<file path="config.mk">
export PLATFORM = sky130hd
export DESIGN_NAME = xreg_byte_lsu
export DESIGN_NICKNAME = d
export VERILOG_FILES = /design/src/rtl/xbl_pkg.sv /design/src/rtl/xbl_decode.sv /design/src/rtl/xbl_agen.sv /design/src/rtl/xbl_lane.sv /design/src/rtl/xreg_byte_lsu.sv
export SDC_FILE = /design/constraint.sdc
export NUM_CORES = 1
export LEC_CHECK = 0
export ABC_AREA = 1
export ABC_CLOCK_PERIOD_IN_PS = 2100
export BUFFER_PORTS_ARGS = -buffer_cell sky130_fd_sc_hd__buf_2
export CORE_AREA = 2 2 147 106
export DETAILED_ROUTE_END_ITERATION = 7
export DIE_AREA = 0 0 149 108
export PLACE_DENSITY_LB_ADDON = 0.2
export SYNTH_ARGS = -nofsm -noshare
export SYNTH_HDL_FRONTEND = slang
export SYNTH_SLANG_ARGS = --single-unit
</file>
<file path="constraint.sdc">
create_clock -name clk -period 2.1 [get_ports clk]
set_input_delay 0.42 -clock clk [delete_from_list [all_inputs] [get_ports clk]]
set_output_delay 0.42 -clock clk [all_outputs]
set_load 0.02 [all_outputs]
</file>
<file path="src/rtl/xbl_pkg.sv">
package xbl_pkg;
    localparam int XLEN       = 32;
    localparam int BYTE_W     = 8;
    localparam int NLANES     = XLEN / BYTE_W;
    localparam int LANE_SEL_W = $clog2(NLANES);
    localparam int GR_IDX_W   = 5;
    localparam int XR_IDX_W   = 4;
    localparam int FUNC_W     = 6;
    localparam int PAT_W      = 3;

    localparam logic [FUNC_W-1:0] FN_LD    = 6'h22;
    localparam logic [FUNC_W-1:0] FN_ST    = 6'h23;
    localparam logic [FUNC_W-1:0] FN_LD_UP = 6'h24;
    localparam logic [FUNC_W-1:0] FN_ST_UP = 6'h25;

    typedef enum logic [1:0] {
        ST_IDLE   = 2'd0,
        ST_REQ    = 2'd1,
        ST_WAIT   = 2'd2,
        ST_COMMIT = 2'd3
    } xbl_state_e;

    typedef struct packed {
        logic                  legal;
        logic                  is_load;
        logic                  post_mod;
        logic [GR_IDX_W-1:0]   gr_idx;
        logic [XR_IDX_W-1:0]   xr_idx;
        logic [BYTE_W-1:0]     disp;
        logic [LANE_SEL_W-1:0] lane;
    } xbl_dec_t;

    typedef struct packed {
        xbl_state_e            st;
        logic                  is_load;
        logic                  post_mod;
        logic [GR_IDX_W-1:0]   gr_idx;
        logic [XR_IDX_W-1:0]   xr_idx;
        logic [LANE_SEL_W-1:0] lane;
        logic [XLEN-1:0]       ea;
        logic [XLEN-1:0]       xr_word;
        logic [BYTE_W-1:0]     st_byte;
    } xbl_ctx_t;
endpackage

</file>
<file path="src/rtl/xbl_decode.sv">
module xbl_decode
    import xbl_pkg::*;
(
    input  logic [XLEN-1:0] insn,
    output xbl_dec_t        dec
);
    logic [FUNC_W-1:0] func;
    logic [PAT_W-1:0]  pat;
    logic              fn_hit;
    logic              unused_hi;

    assign func      = insn[FUNC_W-1:0];
    assign pat       = insn[20:18];
    assign unused_hi = ^insn[31:26];

    always_comb begin
        dec          = '0;
        fn_hit       = 1'b0;
        dec.gr_idx   = insn[25:21];
        dec.xr_idx   = insn[9:6];
        dec.disp     = insn[17:10];
        dec.lane     = pat[LANE_SEL_W-1:0];
        unique case (func)
            FN_LD:    begin fn_hit = 1'b1; dec.is_load = 1'b1; end
            FN_ST:    begin fn_hit = 1'b1; end
            FN_LD_UP: begin fn_hit = 1'b1; dec.is_load = 1'b1; dec.post_mod = 1'b1; end
            FN_ST_UP: begin fn_hit = 1'b1; dec.post_mod = 1'b1; end
            default:  fn_hit = 1'b0;
        endcase
        dec.legal = fn_hit && (pat < PAT_W'(NLANES));
    end
endmodule

</file>
<file path="src/rtl/xbl_agen.sv">
module xbl_agen
    import xbl_pkg::*;
(
    input  logic [XLEN-1:0]   base,
    input  logic [BYTE_W-1:0] disp,
    output logic [XLEN-1:0]   ea
);
    logic [XLEN-1:0] disp_ext;

    assign disp_ext = {{(XLEN-BYTE_W){disp[BYTE_W-1]}}, disp};
    assign ea       = base + disp_ext;
endmodule

</file>
<file path="src/rtl/xbl_lane.sv">
module xbl_lane
    import xbl_pkg::*;
(
    input  logic [XLEN-1:0]       ext_src,
    input  logic [LANE_SEL_W-1:0] ext_sel,
    output logic [BYTE_W-1:0]     ext_byte,
    input  logic [XLEN-1:0]       ins_src,
    input  logic [LANE_SEL_W-1:0] ins_sel,
    input  logic [BYTE_W-1:0]     ins_byte,
    output logic [XLEN-1:0]       ins_word
);
    logic [BYTE_W-1:0] picked [NLANES];

    for (genvar l = 0; l < NLANES; l++) begin : g_lane
        assign picked[l] = (ext_sel == LANE_SEL_W'(l)) ? ext_src[l*BYTE_W +: BYTE_W] : '0;
        assign ins_word[l*BYTE_W +: BYTE_W] =
            (ins_sel == LANE_SEL_W'(l)) ? ins_byte : ins_src[l*BYTE_W +: BYTE_W];
    end

    always_comb begin
        ext_byte = '0;
        for (int l = 0; l < NLANES; l++) begin
            ext_byte = ext_byte | picked[l];
        end
    end
endmodule

</file>
<file path="src/rtl/xreg_byte_lsu.sv">
module xreg_byte_lsu
    import xbl_pkg::*;
(
    input  logic                clk,
    input  logic                rst_n,
    input  logic                insn_valid,
    input  logic [XLEN-1:0]     insn,
    output logic                busy,
    output logic                done,
    output logic [GR_IDX_W-1:0] gpr_raddr,
    input  logic [XLEN-1:0]     gpr_rdata,
    output logic                gpr_we,
    output logic [GR_IDX_W-1:0] gpr_waddr,
    output logic [XLEN-1:0]     gpr_wdata,
    output logic [XR_IDX_W-1:0] xr_raddr,
    input  logic [XLEN-1:0]     xr_rdata,
    output logic                xr_we,
    output logic [XR_IDX_W-1:0] xr_waddr,
    output logic [XLEN-1:0]     xr_wdata,
    output logic                mem_req,
    output logic                mem_we,
    output logic [XLEN-1:0]     mem_addr,
    output logic [BYTE_W-1:0]   mem_wdata,
    input  logic                mem_gnt,
    input  logic                mem_rvalid,
    input  logic [BYTE_W-1:0]   mem_rdata
);
    xbl_dec_t          dec;
    xbl_ctx_t          ctx_d, ctx_q;
    logic [XLEN-1:0]   ea_new;
    logic [XLEN-1:0]   xr_cur;
    logic [BYTE_W-1:0] st_byte_new;
    logic [XLEN-1:0]   merged;

    xbl_decode u_dec (
        .insn (insn),
        .dec  (dec)
    );

    xbl_agen u_agen (
        .base (gpr_rdata),
        .disp (dec.disp),
        .ea   (ea_new)
    );

    assign xr_cur = (dec.xr_idx == '0) ? '0 : xr_rdata;

    xbl_lane u_lane (
        .ext_src  (xr_cur),
        .ext_sel  (dec.lane),
        .ext_byte (st_byte_new),
        .ins_src  (ctx_q.xr_word),
        .ins_sel  (ctx_q.lane),
        .ins_byte (mem_rdata),
        .ins_word (merged)
    );

    always_comb begin
        ctx_d = ctx_q;
        unique case (ctx_q.st)
            ST_IDLE: begin
                if (insn_valid && dec.legal) begin
                    ctx_d.st       = ST_REQ;
                    ctx_d.is_load  = dec.is_load;
                    ctx_d.post_mod = dec.post_mod;
                    ctx_d.gr_idx   = dec.gr_idx;
                    ctx_d.xr_idx   = dec.xr_idx;
                    ctx_d.lane     = dec.lane;
                    ctx_d.ea       = ea_new;
                    ctx_d.xr_word  = xr_cur;
                    ctx_d.st_byte  = st_byte_new;
                end
            end
            ST_REQ: begin
                if (mem_gnt) begin
                    ctx_d.st = ctx_q.is_load ? ST_WAIT : ST_COMMIT;
                end
            end
            ST_WAIT: begin
                if (mem_rvalid) begin
                    ctx_d.xr_word = merged;
                    ctx_d.st      = ST_COMMIT;
                end
            end
            default: ctx_d.st = ST_IDLE;
        endcase
    end

    always_ff @(posedge clk or negedge rst_n) begin
        if (!rst_n) begin
            ctx_q <= '{st: ST_IDLE, default: '0};
        end else begin
            ctx_q <= ctx_d;
        end
    end

    assign gpr_raddr = dec.gr_idx;
    assign xr_raddr  = dec.xr_idx;

    assign busy      = (ctx_q.st != ST_IDLE);
    assign done      = (ctx_q.st == ST_COMMIT);

    assign mem_req   = (ctx_q.st == ST_REQ);
    assign mem_we    = !ctx_q.is_load;
    assign mem_addr  = ctx_q.ea;
    assign mem_wdata = ctx_q.st_byte;

    assign gpr_we    = done && ctx_q.post_mod && (ctx_q.gr_idx != '0);
    assign gpr_waddr = ctx_q.gr_idx;
    assign gpr_wdata = ctx_q.ea;

    assign xr_we     = done && ctx_q.is_load && (ctx_q.xr_idx != '0);
    assign xr_waddr  = ctx_q.xr_idx;
    assign xr_wdata  = ctx_q.xr_word;
endmodule

</file>
After elaboration in Yosys (flattened, before gate mapping)
Index checks and enable logic that the tools add are counted.
{"block": "totals", "ff_bits": 87, "output_inout_bits": 128}
{"block": "classes", "add_sub_neg": 1, "n_lt_le_gt_ge": 1, "eq_ne": 20, "muxes": 19, "bitwise_logic": 3, "n_reduce_logical": 24}
{"operator": "$mux 87", "n": 1}
{"operator": "$mux 32", "n": 2}
{"operator": "$mux 8", "n": 8}
{"operator": "$pmux 32 s2", "n": 1}
{"operator": "$add 32x32->32", "n": 1}
{"operator": "$eq 6x6->1 const B", "n": 4}
{"operator": "$or 8x8->8", "n": 3}
{"operator": "$reduce_and 4->1", "n": 4}
{"operator": "$eq 2x2->1 const B", "n": 6}
{"operator": "$ne 2x1->1 const B", "n": 5}
{"operator": "$eq 2x1->1 const B", "n": 3}
{"operator": "$logic_and 1x1->1", "n": 6}
{"operator": "$logic_not 2->1", "n": 3}
{"operator": "$pmux 2 s3", "n": 1}
{"operator": "$reduce_bool 5->1", "n": 1}
{"operator": "$logic_not 4->1", "n": 1}
{"operator": "$mux 1", "n": 4}
{"operator": "$mux 2", "n": 2}
{"operator": "$ne 2x2->1 const B", "n": 2}
{"operator": "$reduce_bool 2->1", "n": 2}
{"operator": "$reduce_bool 4->1", "n": 1}
{"operator": "$reduce_or 2->1", "n": 2}
{"operator": "$reduce_or 4->1", "n": 1}
{"operator": "$lt 3x3->1 const B", "n": 1}
{"operator": "other kinds (3)", "n": 3}

Logic depth before layout (Yosys ltp)
Gate-level depths: netlist of the first run.
{"block": "depth", "ltp_word": 8, "mapped_depth": 12, "ltp_nobuf": 12}

Modules after synthesis
From an unflattened synthesis of the first run, not the netlist that was laid out.
{"block": "unflattened", "hier_cells": 1375, "hier_area_um2": 8359.3}
{"module": "xreg_byte_lsu", "n_inst": 1, "cells_per_inst": 686, "area_each_um2": 5021.1, "seq_area_each_um2": 2177.1}
{"module": "xbl_agen", "n_inst": 1, "cells_per_inst": 494, "area_each_um2": 2384.8, "seq_area_each_um2": 0.0}
{"module": "xbl_lane", "n_inst": 1, "cells_per_inst": 161, "area_each_um2": 728.2, "seq_area_each_um2": 0.0}
{"module": "xbl_decode", "n_inst": 1, "cells_per_inst": 34, "area_each_um2": 225.2, "seq_area_each_um2": 0.0}

Least setup slack after synthesis of the first run
No wires, ideal clock.
{"block": "synth_timing", "path_type": "input -> register", "startpoint": "in insn[10]", "endpoint": "reg ctx_q, in the netlist gpr_wdata[28]", "t_arrival_ns": 1.744, "required_time_ns": 1.983, "slack_ns": 0.238, "cell_stages": 10, "path_buffers": 0, "path_cell_list": "ha_1 fa_1 nand3_1 nand3_1 nand3_1 nand3_1 nand2_1 nand3_1 nand3_1 nand2_1"}
{"block": "synth_between", "elab_chain_len": 1}
{"element": "from (decl)", "line": "xreg_byte_lsu.sv:7", "text": "input logic [XLEN-1:0] insn,"}
{"element": "$add 32x32->32", "line": "xbl_agen.sv:11", "text": "assign ea = base + disp_ext;"}
{"element": "to (signal assigned)", "line": "xreg_byte_lsu.sv:93", "text": "ctx_q <= ctx_d;"}
{"element": "to (decl)", "line": "xreg_byte_lsu.sv:29", "text": "xbl_ctx_t ctx_d, ctx_q;"}
Every way passes these cells.
A chain may end at the register's enable or synchronous reset.

Worst setup path in the final report of the first run
{"block": "layout_timing", "startpoint": "in insn[10]", "endpoint": "reg ctx_q, in the netlist gpr_wdata[14]"}
Same word-level chain as after synthesis.

==> impl_metrics.toml, run 1 <==
[cells_and_area]
final_area_sq_um = 8770
fin_nets = 1496
mostFrequentLayoutCell = "nand2_1"
area.growth.synth_to_final_pct = 15.6
post-route-util_pct = 60.4
diodes = 0
layout-drive-gt1-share_pct = 24.0
num-fill-cells = 1481
final_cell_mix = "nand2_1 (499), buf_2 (229), inv_1 (163)"

[die]
num_io_pins = 237
die_area_sq_um = 16100
start_util_pct = 52.2
dieWidth_microns = 149
die_h_microns = 108
coreArea_sq_um = 14500
rows = 37

[clock_network]
clkLatencyLatePin_ns = 0.34
htree_levels = 3
cts_num_sinks = 87
tritoncts = "yes"
ctsHoldBuffers = 0
post_cts_buffers = 0
clock_path_buffers = 2
cts_made_buffers = 9
path_clk_slew_ns = 0.07
ctsResizeCount = 0
cts_root_buf = "clkbuf_16"

[setup_path]
critical-path-slowest-cell = "fa_1"
slowest_delay_ns = 0.44
rr_worst_depth = 7
critPathTopFamily = "adder cells"
timing.rr.end = "xr_wdata[4]$_DFFE_PN0P_"
cp.arrival_ns = 2.14
cp_max_fo = 3
path_cells = "buf_2 > ha_1 > fa_1 > buf_4 > nand2_1 > nand3_1 > nand2_1 > nand2_1 > buf_4 > xnor2_1 > o21ai_1"
crit_buf_inv = 3
critPathKind = "in2reg"
worstReg2RegStart = "ctx_q[85]$_DFFE_PN0P_"
rrSetupSlack_ns = 0.35
crit_end = "gpr_wdata[14]$_DFFE_PN0P_"
cp.depth = 11
end_kind = "flop"
required_ns = 2.32
start_kind = "input port"
cpMostUsedCell = "nand2_1"
critPathLaunch = "insn[10]"

[synth]
synthCells = 1190
syn-num-nets = 1336
synthesis.area_sq_um = 7590
yosysSeqAreaShare_pct = 28.7
avgSynthCellArea_sq_um = 6.38
ys_warn_count = 0
synth.distinct_cells = 31
yosys_register_bits = 87

[route]
routed-wl-met3_microns = 1580
routed.top_layer = "met4"
drt-total-wl_microns = 20500
ant_nets = 0
drt-pass1-iter-count = 5
dr.first_iter.drc_count = 438
dr_wl_met2_microns = 8450
wl_per_cell_microns = 13.2
num_vias = 7333
post-route-drc-count = 0
via_per_inst = 4.73
wl_met1_microns = 10200

[sta]
slew_violations = 0
period_needed_ns = 1.92
finalHoldViolCount = 0
fin_crit_sh_pct = 91.5
setup_viol = 0
worst_pin_slew_ns = 0.608
clock_skew_ns = 0.00976
slew_headroom_pct = 59.3
whs_ns = 0.0126
fmax_ghz = 0.520
worst_slack_ns = 0.178
rsz0062_at_grt = "false"
setup_tns_ns = 0

[power]
swShare_pct = 46.6
p_comb_share_pct = 50.9
internal_power_mw = 4.97
power.switching_mw = 4.35
ir_drop_mv = 0.758
powerDensity_nw_per_um2 = 1060
pwr-share-clk_pct = 19.7
p_leak_nw = 5.61
power.share.sequential_pct = 29.4

[placed_design]
pre_cts_ws_ns = -0.126
dpl.hpwl_microns = 16500
gp_congestion = 0.951
dpl-instance-area_sq_um = 8440
placement.io_buffers = 230

[global_route]
overflow = 0
antenna_found_initial = 0
grt_pass1_vias = 6347
grtUsageTotal_pct = 25.3
grt_pass1_wl_microns = 31900
grt_max_degree = 66

[job]
maxCapViolCount = 0

[status]
status = "finished, final reports clean"

[min_path]
hold_class = "in2async"
## flip-flops by register name (all words and copies together), names as in the netlist
register / flops
ctx_q: 6
gpr_waddr: 5
gpr_wdata: 32
mem_wdata: 8
xr_waddr: 4
xr_wdata: 32
## metrics by stage
stage | power, mW | instances
after floorplan | 6.85 | 1190
after CTS | 9.38 | 1550
after detailed placement | 7.51 | 1534
after global placement | 7.45 | 1534
after global routing | 10.0 | 1550
final | 9.32 | 1550
## synth_stat cells (all sizes together)
cell | instances | area [sq um]
nand2 | 502 | 1890
inv | 164 | 618
buf | 143 | 1090
dfrtp | 87 | 2180
nand3 | 81 | 410
nor2 | 80 | 315
ha | 36 | 450
a21oi | 26 | 145
o21ai | 26 | 134
xnor2 | 15 | 131
nand4 | 12 | 75.1
nand3b | 5 | 37.5
and2 | 3 | 18.8
o21bai | 3 | 22.5
a21o | 1 | 7.51
a41oi | 1 | 8.76
clkbuf | 1 | 3.75
clkinv | 1 | 3.75
fa | 1 | 20.0
nor4 | 1 | 21.3
o311ai | 1 | 8.76
## cells by family (layout without fill, tap and decap cells)
group / Yosys count / after routing / synth area share (%)
and+or+nand+nor: 684 / 684 / 36.5
buffers and inverters: 309 / 474 / 22.6
xor gates and xnor gates: 15 / 15 / 1.73
adders and majority gates: 37 / 37 / 6.20
DFF: 87 / 87 / 28.7
AOI/OAI and AO/OA: 58 / 58 / 4.30
## per-layer routing
layer | up-vias | track usage (%)
met5 | - | 0
met4 | 0 | 4.97
met3 | 15 | 5.65
met2 | 230 | 37.6
met1 | 3264 | 37.8
li1 | 3824 | -
## worst reg2reg max path, cell delays in order (launching register included)
cell	delay (ns)
dfrtp_1	0.42
inv_1	0.09
ha_1	0.25
buf_4	0.22
a21oi_2	0.26
nand2_1	0.23
nand2_1	0.11
nand2_1	0.06
## area by class of cell
cell class	count	area [sq um]	share of cell area, %
Clock buffer	9	225	2.57
Inverter	165	622	7.09
Clock inverter	7	113	1.28
Sequential cell	87	2180	24.8
Timing Repair Buffer	293	1690	19.3
Tap cell	195	244	2.78
Multi-Input combinational cell	794	3700	42.2
## worst min-delay path by stage
stage | depth (start not counted) | startpoint | to
after floorplan | 0 | rst_n | ctx_q[72]$_DFFE_PN0P_
after global placement | 1 | rst_n | xr_waddr[3]$_DFFE_PN0P_
after detailed placement | 1 | rst_n | xr_waddr[2]$_DFFE_PN0P_
after CTS | 1 | rst_n | xr_waddr[2]$_DFFE_PN0P_
after global routing | 1 | rst_n | xr_waddr[2]$_DFFE_PN0P_
final | 1 | rst_n | xr_waddr[2]$_DFFE_PN0P_
## power by group through the flow
stage	combinational (mW)	clock (mW)	sequential, mW
after floorplan	4.20	0	2.65
after global placement	4.70	0	2.75
after detailed placement	4.74	0	2.76
after CTS	4.76	1.88	2.75
after global routing	5.22	1.96	2.82
final	4.75	1.83	2.74
No activity file was read; power rests on OpenSTA's default activity.
==> run 2: changes to the inputs <==
- RECOVER_POWER: default -> 50
- SKIP_LAST_GASP: default -> 1
==> run 2 against run 1 <==
The run now ends with max-capacitance violations, max-slew violations left. Combinational power shrank 3%. Critical path depth is the same. Utilization shrank 0.58 points. First-iteration DRC count shrank 12%. Die area is the same. Clock skew shrank 0.00058 ns. Highest routed layer unchanged.
==> impl_metrics.toml, run 2 (synthesized netlist as in run 1, its figures left out) <==
[global_route]
grt_max_degree = 66
grt_pass1_wl_microns = 31900
grtUsageTotal_pct = 25.3
antenna_found_initial = 0
overflow = 0
grt_pass1_vias = 6347

[clock_network]
cts_num_sinks = 87
post_cts_buffers = 0
ctsHoldBuffers = 0
path_clk_slew_ns = 0.07
ctsResizeCount = 0
clkLatencyLatePin_ns = 0.34
htree_levels = 3
clock_path_buffers = 2
cts_root_buf = "clkbuf_16"
tritoncts = "yes"
cts_made_buffers = 9

[min_path]
holdPathEnd = "ctx_q[84]$_DFFE_PN0P_"
hold_depth = 2
hp-start = "insn[0]"
hold_class = "in2reg"

[sta]
finalHoldViolCount = 0
clock_skew_ns = 0.00918
period_needed_ns = 1.93
setup_viol = 0
worst_slack_ns = 0.170
fmax_ghz = 0.518
slew_violations = 32
rsz0062_at_grt = "false"
worst_pin_slew_ns = 1.85
fin_crit_sh_pct = 91.9
slew_headroom_pct = -23.3

[route]
dr.first_iter.drc_count = 387
post-route-drc-count = 0
drt-pass1-iter-count = 5
wl_per_cell_microns = 13.2
drt-total-wl_microns = 20400
num_vias = 7315
via_per_inst = 4.72
ant_nets = 0

[setup_path]
path_cells = "buf_2 > ha_1 > fa_1 > buf_4 > nand2_1 > nand3_1 > nand2_1 > nand2_1 > buf_4 > xnor2_1 > o21ai_1"
rr_worst_depth = 9
worstReg2RegStart = "ctx_q[85]$_DFFE_PN0P_"
cp.depth = 11
critical-path-slowest-cell = "fa_1"
start_kind = "input port"
critPathKind = "in2reg"
critPathTopFamily = "adder cells"
required_ns = 2.32
rrSetupSlack_ns = 0.34
cp.arrival_ns = 2.15
slowest_delay_ns = 0.44
end_kind = "flop"
cpMostUsedCell = "nand2_1"
crit_buf_inv = 3
timing.rr.end = "xr_wdata[10]$_DFFE_PN0P_"
cp_max_fo = 3

[placed_design]
pre_cts_ws_ns = -0.126
gp_congestion = 0.951
dp_cells = 1534
dpl.hpwl_microns = 16500
placement.io_buffers = 230

[cells_and_area]
final_cell_mix = "nand2_1 (499), buf_2 (165), inv_1 (163)"
layout.cells.non_filler = 1550
diodes = 0
fin_nets = 1496
area.growth.synth_to_final_pct = 14.5
layout-drive-gt1-share_pct = 19.2
mostFrequentLayoutCell = "nand2_1"
post-route-util_pct = 59.8

[die]
start_util_pct = 52.2
die_area_sq_um = 16100
rows = 37
num_io_pins = 237
dieWidth_microns = 149
coreArea_sq_um = 14500
die_h_microns = 108

[status]
violations = "max-capacitance violations, max-slew violations"
status = "finished, violations left"

[power]
powerDensity_nw_per_um2 = 1060
ir_drop_mv = 0.754
p_leak_nw = 5.38

[job]
maxCapViolCount = 1
==> run 2: cell count changes in the layout (fill, tap and decap cells not counted) <==
cell	change
clkbuf_1	+65
buf_2	-64
buf_4	-1
==> run 2: how the worst max path moves through the flow <==
stage	endpoint	slack, ns	startpoint
2_1_floorplan	gpr_wdata[28]$_DFFE_PN0P_	0.24	insn[10]
3_3_place_gp	gpr_wdata[14]$_DFFE_PN0P_	-0.10	gpr_rdata[0]
3_5_place_dp	gpr_wdata[14]$_DFFE_PN0P_	-0.13	gpr_rdata[0]
4_1_cts	xr_we	0.22	ctx_q[85]$_DFFE_PN0P_
5_1_grt	gpr_wdata[29]$_DFFE_PN0P_	0.03	insn[17]
6_report	gpr_wdata[14]$_DFFE_PN0P_	0.17	insn[10]
==> run 2: stage by stage <==
step           hold slack [ns]  total power [mW]  instance area [sq um]  setup TNS, ns
2_1_floorplan            0.124              6.85                   7590              0
3_3_place_gp             0.395              7.45                   8440         -0.878
3_5_place_dp             0.396              7.51                   8440          -1.39
4_1_cts                 0.0271              9.38                   8770              0
5_1_grt                  0.269              9.89                   8690              0
6_report                 0.286              9.22                   8690              0
==> run 2: routing by layer <==
| metal | wire length (microns) | part of all wire, % | global-route usage, % | vias to the layer above |
|---|---|---|---|---|
| met2 | 8440 | 41 | 37.6 | 230 |
| met5 | 0 | 0 | 0 | - |
| met3 | 1530 | 7.5 | 5.65 | 15 |
| met1 | 10200 | 50 | 37.8 | 3248 |
| li1 | - | - | - | 3822 |
| met4 | 231 | 1.1 | 4.97 | 0 |
==> run 2: area by class of cell <==
cell class	count	area [sq um]
multi-input cells	794	3700
fillers	1521	5850
repair buffers	293	1610
well taps	195	244
flip-flops and latches	87	2180
clock inverters	7	113
inverters	165	622
clock buffers	9	225
==> run 2: report_power, final <==
group	switching, mW	total, mW	internal, mW
sequential	0.437	2.75	2.31
combinational	3.16	4.63	1.47
clock	0.763	1.83	1.07
==> run 3: changes to the inputs <==
- ABC_AREA: 1 -> default
- CORE_AREA: 2 2 147 106 -> 2 2 138 100
- DIE_AREA: 0 0 149 108 -> 0 0 140 102
==> run 3 against run 2 <==
The flow finishes with violations (design-rule violations, negative setup slack). Maximum frequency down 23%. Sequential share of layout area rose by 0.71 points. Synthesized cell count fell by 37%. Clock power shrank 5%. Critical endpoint is now gpr_wdata[30]$_DFFE_PN0P_. Largest power group unchanged. Highest routed layer unchanged.
==> impl_metrics.toml, run 3 <==
[route]
drt-total-wl_microns = 19500
via_per_inst = 5.43
wl_per_cell_microns = 17.1
post-route-drc-count = 13
num_vias = 6173
ant_nets = 0
drt-pass1-iter-count = 7
dr.first_iter.drc_count = 463

[job]
maxCapViolCount = 0

[status]
violations = "design-rule violations, negative setup slack"
status = "finished, violations left"

[clock_network]
tritoncts = "yes"
cts_root_buf = "clkbuf_16"
clkLatencyLatePin_ns = 0.35
path_clk_slew_ns = 0.07
htree_levels = 3
cts_num_sinks = 87
cts_made_buffers = 9
clock_path_buffers = 2

[synth]
synth.area.top_cells = "dfrtp_1 (34%), buf_4 (14%), nand2_1 (7.4%), ha_1 (7.0%), o21ai_1 (5.3%)"
synth_commonest_cells = "nand2_1 (127), buf_4 (123), dfrtp_1 (87)"
synth.distinct_cells = 61
synth.top_cell.area_share_pct = 33.7
synthCells = 754
synthesis.area_sq_um = 6460
ys.flop_type = "dfrtp_1"
yosys.cell_count.top_type = "nand2_1"
synth-edff-count = 0
syn-num-nets = 900
ys_warn_count = 0
synth_area_leader_cell = "dfrtp_1"
synthArstFlopShare_pct = 100
yosys_register_bits = 87
avgSynthCellArea_sq_um = 8.56
yosysSeqAreaShare_pct = 33.7

[setup_path]
start_kind = "input port"
critical-path-slowest-cell = "fa_2"
rrSetupSlack_ns = 0.17
worstReg2RegStart = "ctx_q[85]$_DFFE_PN0P_"
critPathTopFamily = "compound AO/OA/AOI/OAI gates"
crit_end = "gpr_wdata[30]$_DFFE_PN0P_"
slowest_delay_ns = 0.37
cp.arrival_ns = 2.73
cp_max_fo = 3
critPathLaunch = "insn[10]"
path_cells = "buf_6 > ha_4 > fa_2 > a211oi_2 > nor2_1 > o41a_1 > o41ai_4 > o31ai_4 > a221oi_4 > or4_1 > o2111ai_1"
critPathKind = "in2reg"
end_kind = "flop"
cp.depth = 11
crit_buf_inv = 1
required_ns = 2.31
timing.rr.end = "gpr_wdata[30]$_DFFE_PN0P_"
rr_worst_depth = 6

[cells_and_area]
final_cell_mix = "buf_2 (172), nand2_1 (126), buf_4 (117)"
fin_nets = 1110
final_area_sq_um = 8450
mostFrequentLayoutCell = "buf_2"
area.growth.synth_to_final_pct = 30.9
layout-drive-gt1-share_pct = 40.7

[power]
ir_drop_mv = 0.505
p_leak_nw = 4.19
powerDensity_nw_per_um2 = 1010

[die]
num_io_pins = 237
dieWidth_microns = 140
start_util_pct = 50.0
coreArea_sq_um = 12900
die_area_sq_um = 14300
die_h_microns = 102
rows = 35

[global_route]
antenna_found_initial = 1
grt_pass1_vias = 5880
grt_max_degree = 51
overflow = 0
grt_pass1_wl_microns = 30000
grtUsageTotal_pct = 26.5

[sta]
fin_crit_sh_pct = 120
rsz0062_at_grt = "true"
worst_pin_slew_ns = 1.09
slew_headroom_pct = 27.5
period_needed_ns = 2.52
setup_viol = 12
finalHoldViolCount = 0
clock_skew_ns = 0.00668
worst_slack_ns = -0.420
slew_violations = 0
fmax_ghz = 0.397

[placed_design]
dpl-instance-area_sq_um = 7810
gp_congestion = 0.950
pre_cts_ws_ns = -0.792
dpl.hpwl_microns = 14500
placement.io_buffers = 230

[min_path]
hold_class = "in2reg"
hp-start = "insn[0]"
[run 3: cell count changes after synthesis, moves of 9 or more]
cell	change
nand2b_1	+9
buf_6	-9
clkbuf_1	+24
inv_1	-148
a21oi_1	+40
xor2_1	+12
nand3_1	-71
o21ai_1	+66
a21o_1	+14
nor2_1	-62
nand2_1	-372
[run 3: area by class of cell]
cell class	count	area [sq um]
Sequential cell	87	2180
Fill cell	1102	4470
Timing Repair Buffer	356	2100
Antenna cell	1	2.50
Multi-Input combinational cell	495	3590
Clock buffer	9	225
Clock inverter	7	86.3
Tap cell	166	208
Inverter	15	56.3
[run 3: routing by layer]
| metal | global-route usage (%) | up-vias | part of all wire (%) |
|---|---|---|---|
| met5 | 0 | - | 0 |
| met4 | 8.00 | 0 | 2.0 |
| met3 | 5.48 | 29 | 6.5 |
| met2 | 44.1 | 252 | 46 |
| met1 | 35.5 | 2955 | 46 |
| li1 | - | 2937 | - |
[run 3: kinds of logic (layout without fill, tap and decap cells)]
logic type               count (synthesis)  count (layout)  synth area share [%]
AO/OA/AOI/OAI                          213             215                  20.3
other                                    0               1                     0
multiplexers                             9               9                  2.97
buffers and inverters                  174             387                  17.4
flip-flops                              87              87                  33.7
AND/OR/NAND/NOR                        207             207                  14.6
adder cells (fa/ha/maj)                 37              37                  7.29
XOR/XNOR                                27              27                  3.66
[run 3: worst min-delay path by stage]
stage	slack [ns]	depth (start not counted)	to
4_1_cts	0.09	1	gpr_wdata[13]$_DFFE_PN0P_
3_5_place_dp	0.46	1	gpr_wdata[7]$_DFFE_PN0P_
3_3_place_gp	0.46	1	gpr_wdata[10]$_DFFE_PN0P_
5_1_grt	0.25	2	ctx_q[84]$_DFFE_PN0P_
6_report	0.25	2	ctx_q[84]$_DFFE_PN0P_
2_1_floorplan	0.12	0	ctx_q[72]$_DFFE_PN0P_
[run 3: per-stage QoR]
step / instances / hold slack [ns] / total power [mW] / utilization, % / setup TNS (ns)
5_1_grt: 1136 / 0.250 / 9.06 / 65.4 / -3.44
3_5_place_dp: 1108 / 0.463 / 6.66 / 60.5 / -25.26
2_1_floorplan: 754 / 0.124 / 6.10 / - / -11.55
4_1_cts: 1128 / 0.0928 / 8.48 / 64.4 / -1.83
3_3_place_gp: 1108 / 0.455 / 6.56 / 60.5 / -23.18
6_report: 1136 / 0.253 / 8.55 / 65.4 / -1.99
[run 3: what timing repair did]
item | 4_1_cts | 5_1_grt
hold buffers | 0 | 0
buffers inserted | 4 | 6
cloned | 0 | 2
setup endpoints to repair | 22 | 37
pin swaps | 11 | 14
resized for setup | 26 | 34
[run 3: report_power, final]
part	total, mW	switching (mW)	internal, mW
Clock	1.73	0.774	0.952
Combinational	4.22	2.66	1.57
Sequential	2.60	0.391	2.21
